File: src/rtl/i2c_cfg_pkg.sv
package i2c_cfg_pkg;
  // Transfer phase of the slave; the order carries no meaning
  typedef enum logic [2:0] {
    PH_IDLE,
    PH_DEV,
    PH_ADDR,
    PH_WR,
    PH_RD
  } phase_t;
endpackage

File: src/rtl/i2c_line_filter.sv
// Two-flop synchronizer plus a persistence filter: the output takes a new
// level only once the synchronized input has held it for FILT_CYC clocks.
module i2c_line_filter #(
  parameter int FILT_CYC = 7
) (
  input  logic clk,
  input  logic rst,
  input  logic din,
  output logic dout
);
  localparam int CW = $clog2(FILT_CYC + 1);

  logic          s1, s2;
  logic [CW-1:0] cnt;

  always_ff @(posedge clk) begin
    if (rst) begin
      s1   <= 1'b1;
      s2   <= 1'b1;
      dout <= 1'b1;
      cnt  <= '0;
    end else begin
      s1 <= din;
      s2 <= s1;
      if (s2 == dout) begin
        cnt <= '0;
      end else if (cnt == CW'(FILT_CYC - 1)) begin
        dout <= s2;
        cnt  <= '0;
      end else begin
        cnt <= cnt + 1'b1;
      end
    end
  end
endmodule

File: src/rtl/i2c_bus_events.sv
// Edge and bus-condition detection on the filtered lines.
module i2c_bus_events (
  input  logic clk,
  input  logic rst,
  input  logic scl_f,
  input  logic sda_f,
  output logic ev_start,
  output logic ev_stop,
  output logic ev_rise,
  output logic ev_fall
);
  logic scl_q, sda_q;

  always_ff @(posedge clk) begin
    if (rst) begin
      scl_q <= 1'b1;
      sda_q <= 1'b1;
    end else begin
      scl_q <= scl_f;
      sda_q <= sda_f;
    end
  end

  assign ev_start = scl_f & scl_q & sda_q & ~sda_f;
  assign ev_stop  = scl_f & scl_q & ~sda_q & sda_f;
  assign ev_rise  = scl_f & ~scl_q;
  assign ev_fall  = ~scl_f & scl_q;
endmodule

File: src/rtl/i2c_cfg_slave.sv
module i2c_cfg_slave
  import i2c_cfg_pkg::*;
#(
  parameter logic [6:0] DEV_ID   = 7'b0101000,
  parameter int         FILT_CYC = 7,
  parameter int         ADDR_W   = 8
) (
  input  logic              clk,
  input  logic              rst,
  input  logic              scl_i,
  input  logic              sda_i,
  output logic              sda_oe,
  input  logic              store_busy,
  input  logic              nv_mode,
  output logic [ADDR_W-1:0] reg_addr,
  output logic [7:0]        reg_wdata,
  output logic              reg_we,
  input  logic [7:0]        reg_rdata,
  output logic              nv_launch
);
  localparam int NLINES = 2;

  logic [NLINES-1:0] raw_l, filt_l;
  logic scl_f, sda_f;
  logic ev_start, ev_stop, ev_rise, ev_fall;

  assign raw_l = {scl_i, sda_i};

  for (genvar g = 0; g < NLINES; g++) begin : g_filt
    i2c_line_filter #(.FILT_CYC(FILT_CYC)) u_filt (
      .clk (clk),
      .rst (rst),
      .din (raw_l[g]),
      .dout(filt_l[g])
    );
  end

  assign scl_f = filt_l[1];
  assign sda_f = filt_l[0];

  i2c_bus_events u_ev (
    .clk     (clk),
    .rst     (rst),
    .scl_f   (scl_f),
    .sda_f   (sda_f),
    .ev_start(ev_start),
    .ev_stop (ev_stop),
    .ev_rise (ev_rise),
    .ev_fall (ev_fall)
  );

  phase_t            phase, nxt_ph;
  logic [3:0]        bitcnt;
  logic [7:0]        shreg, txsh;
  logic              ack_pend, wrote;
  logic [ADDR_W-1:0] ptr;
  logic [7:0]        nb;

  assign nb       = {shreg[6:0], sda_f};
  assign reg_addr = ptr;

  always_ff @(posedge clk) begin
    if (rst) begin
      phase     <= PH_IDLE;
      nxt_ph    <= PH_IDLE;
      bitcnt    <= '0;
      shreg     <= '0;
      txsh      <= '0;
      ack_pend  <= 1'b0;
      wrote     <= 1'b0;
      ptr       <= '0;
      sda_oe    <= 1'b0;
      reg_we    <= 1'b0;
      reg_wdata <= '0;
      nv_launch <= 1'b0;
    end else begin
      reg_we    <= 1'b0;
      nv_launch <= 1'b0;
      if (store_busy) begin
        // deaf while the store recalls or programs
        phase  <= PH_IDLE;
        sda_oe <= 1'b0;
        wrote  <= 1'b0;
        bitcnt <= '0;
      end else if (ev_start) begin
        phase  <= PH_DEV;
        bitcnt <= '0;
        sda_oe <= 1'b0;
        wrote  <= 1'b0;
      end else if (ev_stop) begin
        phase  <= PH_IDLE;
        sda_oe <= 1'b0;
        wrote  <= 1'b0;
        if (wrote && nv_mode) nv_launch <= 1'b1;
      end else if (phase != PH_IDLE) begin
        if (ev_rise) begin
          if (bitcnt < 4'd8) begin
            shreg  <= nb;
            bitcnt <= bitcnt + 1'b1;
            if (bitcnt == 4'd7) begin
              case (phase)
                PH_DEV: begin
                  ack_pend <= (nb[7:1] == DEV_ID);
                  if (nb[7:1] != DEV_ID) nxt_ph <= PH_IDLE;
                  else                   nxt_ph <= nb[0] ? PH_RD : PH_ADDR;
                end
                PH_ADDR: begin
                  ptr      <= nb[ADDR_W-1:0];
                  ack_pend <= 1'b1;
                  nxt_ph   <= PH_WR;
                end
                PH_WR: begin
                  reg_we    <= 1'b1;
                  reg_wdata <= nb;
                  wrote     <= 1'b1;
                  ack_pend  <= 1'b1;
                  nxt_ph    <= PH_WR;
                end
                default: begin
                  ack_pend <= 1'b0;
                  nxt_ph   <= PH_RD;
                end
              endcase
            end
          end else begin
            // rising edge of the acknowledge clock
            bitcnt <= 4'd9;
            if (phase == PH_WR) ptr <= ptr + 1'b1;
            if (phase == PH_RD) begin
              if (sda_f) nxt_ph <= PH_IDLE;
              else       ptr    <= ptr + 1'b1;
            end
          end
        end else if (ev_fall) begin
          if (bitcnt == 4'd8) begin
            sda_oe <= ack_pend;
          end else if (bitcnt == 4'd9) begin
            bitcnt <= '0;
            phase  <= nxt_ph;
            if (nxt_ph == PH_RD) begin
              sda_oe <= ~reg_rdata[7];
              txsh   <= {reg_rdata[6:0], 1'b0};
            end else begin
              sda_oe <= 1'b0;
            end
          end else if (phase == PH_RD) begin
            sda_oe <= ~txsh[7];
            txsh   <= {txsh[6:0], 1'b0};
          end
        end
      end
    end
  end


  we_pulse_chk: assert property (@(posedge clk) disable iff (rst)
    reg_we |=> !reg_we);


  launch_pulse_chk: assert property (@(posedge clk) disable iff (rst)
    nv_launch |=> !nv_launch);


  launch_mode_chk: assert property (@(posedge clk) disable iff (rst)
    nv_launch |-> $past(nv_mode));


  drive_low_scl_chk: assert property (@(posedge clk) disable iff (rst)
    $rose(sda_oe) |-> !scl_f);


  busy_quiet_chk: assert property (@(posedge clk) disable iff (rst)
    $past(store_busy) |-> (!sda_oe && !reg_we));
endmodule

File: config.mk
export PLATFORM = sky130hd
export DESIGN_NAME = i2c_cfg_slave
export DESIGN_NICKNAME = d
export VERILOG_FILES = /design/src/rtl/i2c_cfg_pkg.sv /design/src/rtl/i2c_line_filter.sv /design/src/rtl/i2c_bus_events.sv /design/src/rtl/i2c_cfg_slave.sv
export SDC_FILE = /design/constraint.sdc
export NUM_CORES = 1
export LEC_CHECK = 0
export BUFFER_PORTS_ARGS = -buffer_cell sky130_fd_sc_hd__buf_2
export CORE_MARGIN = 2
export CORE_UTILIZATION = 45
export DETAILED_ROUTE_END_ITERATION = 7
export PLACE_DENSITY_LB_ADDON = 0.15
export SLEW_MARGIN = 40
export SYNTH_ARGS = -nofsm -noshare
export SYNTH_HDL_FRONTEND = slang
export SYNTH_SLANG_ARGS = --single-unit
File: constraint.sdc
create_clock -name clk -period 4.5 [get_ports clk]
set_input_delay 0.225 -clock clk [delete_from_list [all_inputs] [get_ports clk]]
set_output_delay 0.225 -clock clk [all_outputs]
set_load 0.02 [all_outputs]
==> key figures <==
Clocking
  • TritonCTS sink count: 59
  • Clock transition at path regs: 0.07 ns
  • CTS tree: done
  • CTS resizes: 0
  • Clk Tree Root Cell: sky130_fd_sc_hd__clkbuf_8
  • CTS H-tree lvls: 3
  • CTS Hold Bufs: 0
  • Maximum buffer depth of the clock tree: 2
  • Post-CTS setup buffer count: 0
  • Clock latency reported for the late side of the worst-skew pair: 0.34 ns
  • CTS Buf Count: 9

Detailed routing
  • Number of DRC markers after the initial detailed-route iteration: 195
  • Average routed wire per standard cell: 14.9 µm
  • DRC violations left: 0
  • Total via count after detailed routing: 2,599
  • Ratio of routed vias to standard cells: 5.70
  • Routed wire length: 6790 µm
  • First-pass detailed-route iteration total: 4
  • DRT antenna net count: 0

GRT
  • Antenna violations before repair: 0
  • Combined global-route utilization of all metal layers: 19.5%
  • Total congestion overflow: 0
  • Maximum number of pins on one net before global-route repair: 62
  • First-pass GRT wire length: 11,600 µm
  • Vias in the first global route: 2,408

Synthesis
  • Post-synth top area share: 38.7%
  • Warnings, synthesis: 0
  • Post-Synthesis Mean Instance Area: 8.75 µm²
  • Number of storage elements in the synthesis netlist: 59
  • Net count after synthesis: 375
  • Area share of and/or/nand/nor cells after synthesis: 25.8%
  • Post-synthesis cell type count: 56
  • Synthesized-area fraction occupied by adder cells: 4.92%
  • Cell type with the largest total area after synthesis: sky130_fd_sc_hd__dfxtp_1
  • Post-synth EDFFs: 0
  • Most common flop cell mapped by yosys: sky130_fd_sc_hd__dfxtp_1
  • Cell Area, Synth: 3050 µm²
  • Share of synthesized area spent on multiplexers: 6.60%
  • Post-synthesis sequential area ratio: 38.7%
  • Async set-reset flop share out of synthesis: 0%
  • Share of the synthesized area in compound gates (AO/OA/AOI/OAI): 18.4%
  • Synth Area in XOR/XNOR: 0.574%
  • Post-Syn Instances: 349
  • Largest cells by area after synthesis: sky130_fd_sc_hd__dfxtp_1 (39%), sky130_fd_sc_hd__ha_1 (4.9%), sky130_fd_sc_hd__a21oi_1 (3.4%)
  • Combinational family with the most area after synthesis: simple AND/OR/NAND/NOR gates

STA
  • Total Negative Setup Slacks: 0 ns
  • Slew at the pin with the worst max-slew slack: 0.699 ns
  • Clock skew after layout: 0.0103 ns
  • Finish-stage setup viols: 0
  • Setup repair after global routing missed its margin: no
  • Worst slew margin relative to its limit: 53.3%
  • Final period demand of the worst path: 2.62 ns
  • Final worst setup slack: 1.88 ns
  • Max Clk Rate: 382 MHz
  • Final hold viol count: 0
  • Number of max-slew violations in the final report: 0
  • Final worst path period share: 58.2%

Layout
  • Number of nets in the layout: 398
  • Sequential standard cell area: 1180 µm²
  • N_diodes: 0
  • Area added between synthesis and finish: 12.9%
  • Share of post-route cells with drive strength above 1: 19.7%
  • Number of fillers in the final layout: 641
  • Multi-input logic area: 1730 µm²

Floorplanning
  • Number of I/O pins: 33
  • Horizontal die dimension: 86.4 µm
  • Number of cell rows: 30
  • Die height: 86.4 µm
  • Floorplan die area: 7460 µm²
  • Starting Density: 45.7%
  • Total core area: 6680 µm²

Outcome
  • Run status: finished clean

Power
  • Worst supply voltage drop on vdd: 0.175 mV
  • Proportion of power drawn by flip-flops and latches: 50.6%
  • Combinational fraction of design power: 2.1%
  • Power Internal: 0.814 mW
  • Proportion of total power due to net switching: 21.6%
  • Sw Pwr: 0.225 mW
  • Leak pwr: 1.37 nW
  • Share of power burned in the clock network: 47.3%
  • Pwr dens: 301 nW/µm²

Critical path
  • Maximum fanout along the worst path: 18
  • Critical path class: reg -> reg
  • WP data required: 4.73 ns
  • WP data arrival: 2.85 ns
  • Kind of launch point of the worst setup path: flop
  • Critical path endpoint category: flop

Placement
  • Pre-CTS WS: 1.90 ns
  • Routability-driven placement congestion ratio: 0.787
  • Half-perimeter wire length of the detailed placement result: 4600 µm
  • Port Buffers: 32

Run
  • Reported max-cap violation count: 0

Worst hold path
  • Hold WC Path Type: in -> reg
[through the flow]
step / hold slack, ns / area (µm²) / power [mW] / utilization, % / cells
2_1_floorplan: 0.329 / 3050 / 0.550 / - / 349
3_3_place_gp: 0.399 / 3230 / 0.559 / 48.3 / 441
3_5_place_dp: 0.393 / 3240 / 0.559 / 48.4 / 441
4_1_cts: 0.0615 / 3440 / 1.05 / 51.5 / 456
5_1_grt: 0.0690 / 3450 / 1.07 / 51.6 / 456
6_report: 0.0675 / 3450 / 1.04 / 51.6 / 456
[flip-flops by register name (all words and copies together) (netlist names), 2 cells and up]
name / count
bitcnt: 4
g_filt.u_filt.cnt: 6
g_filt.u_filt.dout: 2
g_filt.u_filt.s1: 2
g_filt.u_filt.s2: 2
nxt_ph: 3
phase: 3
reg_addr: 8
reg_wdata: 8
shreg: 7
txsh: 7
[routing by layer]
metal | track usage (%) | share of wire, % | vias to the layer above | routed length (µm)
met5 | 0 | 0 | - | 0
met4 | 9.94 | 2.2 | 0 | 151
met3 | 3.90 | 5.9 | 12 | 402
met2 | 28.3 | 44 | 71 | 2970
met1 | 27.4 | 48 | 1200 | 3270
li1 | - | - | 1316 | -
[power groups by stage]
| stage | Clock, mW | Sequential [mW] | Combinational, mW |
|---|---|---|---|
| 5_1_grt | 0.521 | 0.525 | 0.0246 |
| 3_5_place_dp | 0 | 0.537 | 0.0219 |
| 3_3_place_gp | 0 | 0.537 | 0.0217 |
| 6_report | 0.492 | 0.525 | 0.0219 |
| 4_1_cts | 0.500 | 0.525 | 0.0220 |
| 2_1_floorplan | 0 | 0.537 | 0.0133 |
[critical path, cell delays in order, from the launching register on]
cell                      delay (ns)
sky130_fd_sc_hd__dfxtp_1        0.37
sky130_fd_sc_hd__ha_1           0.28
sky130_fd_sc_hd__and3b_1        0.23
sky130_fd_sc_hd__or4_4          0.64
sky130_fd_sc_hd__or4b_4         0.65
sky130_fd_sc_hd__mux2_4         0.32
[placed cells by master (no fill, tap or decap), types with 11 or more instances in the layout]
cell and n:
sky130_fd_sc_hd__dfxtp_1 59, sky130_fd_sc_hd__buf_2 31, sky130_fd_sc_hd__nor2_1 27, sky130_fd_sc_hd__nand3_1 21, sky130_fd_sc_hd__a21oi_1 21, sky130_fd_sc_hd__o21ai_0 20
sky130_fd_sc_hd__inv_1 15, sky130_fd_sc_hd__nand2_1 13, sky130_fd_sc_hd__nand2b_1 12, sky130_fd_sc_hd__ha_1 12, sky130_fd_sc_hd__nor2b_1 11, sky130_fd_sc_hd__clkbuf_8 11
[kinds of logic (layout without fill, tap and decap cells)]
logic type      after synthesis  in the layout
simple gates                138            138
compound gates               84             84
flops                        59             59
buf+inv                      37             64
mux                          17             17
fa+ha+maj                    12             12
xor+xnor                      2              2
[area by class of cell]
type / instances / share of cell area, %
clock buffers: 11 / 4.39
clock inverters: 4 / 1.45
inverters: 15 / 1.63
multi-input cells: 253 / 50.2
flip-flops and latches: 59 / 34.3
well taps: 80 / 2.90
repair buffers: 34 / 5.16
[synth_stat cells (4+ instances only)]
cell and n:
sky130_fd_sc_hd__a211oi_1 6, sky130_fd_sc_hd__a21oi_1 21, sky130_fd_sc_hd__and3_1 5, sky130_fd_sc_hd__clkbuf_1 18, sky130_fd_sc_hd__dfxtp_1 59, sky130_fd_sc_hd__ha_1 12, sky130_fd_sc_hd__inv_1 15, sky130_fd_sc_hd__mux2_4 6
sky130_fd_sc_hd__mux2i_1 10, sky130_fd_sc_hd__nand2_1 13, sky130_fd_sc_hd__nand2b_1 12, sky130_fd_sc_hd__nand3_1 21, sky130_fd_sc_hd__nand3b_1 4, sky130_fd_sc_hd__nor2_1 27, sky130_fd_sc_hd__nor2b_1 11, sky130_fd_sc_hd__nor3_1 10
sky130_fd_sc_hd__o21ai_0 20, sky130_fd_sc_hd__o32ai_1 7, sky130_fd_sc_hd__or2_2 9
[final timing paths]
| check | startpoint | endpoint | slack, ns | depth (start not counted) |
|---|---|---|---|---|
| worst max register to register | g_filt[1].u_filt.dout | txsh[6] | 1.88 | 5 |
| worst max-delay path | g_filt[1].u_filt.dout | txsh[6] | 1.88 | 5 |
| worst min register to register | g_filt[0].u_filt.s1 | g_filt[0].u_filt.s2 | 0.41 | 1 |
| worst min-delay path | scl_i | g_filt[1].u_filt.s1 | 0.07 | 2 |
(Power assumes the default switching activity.)
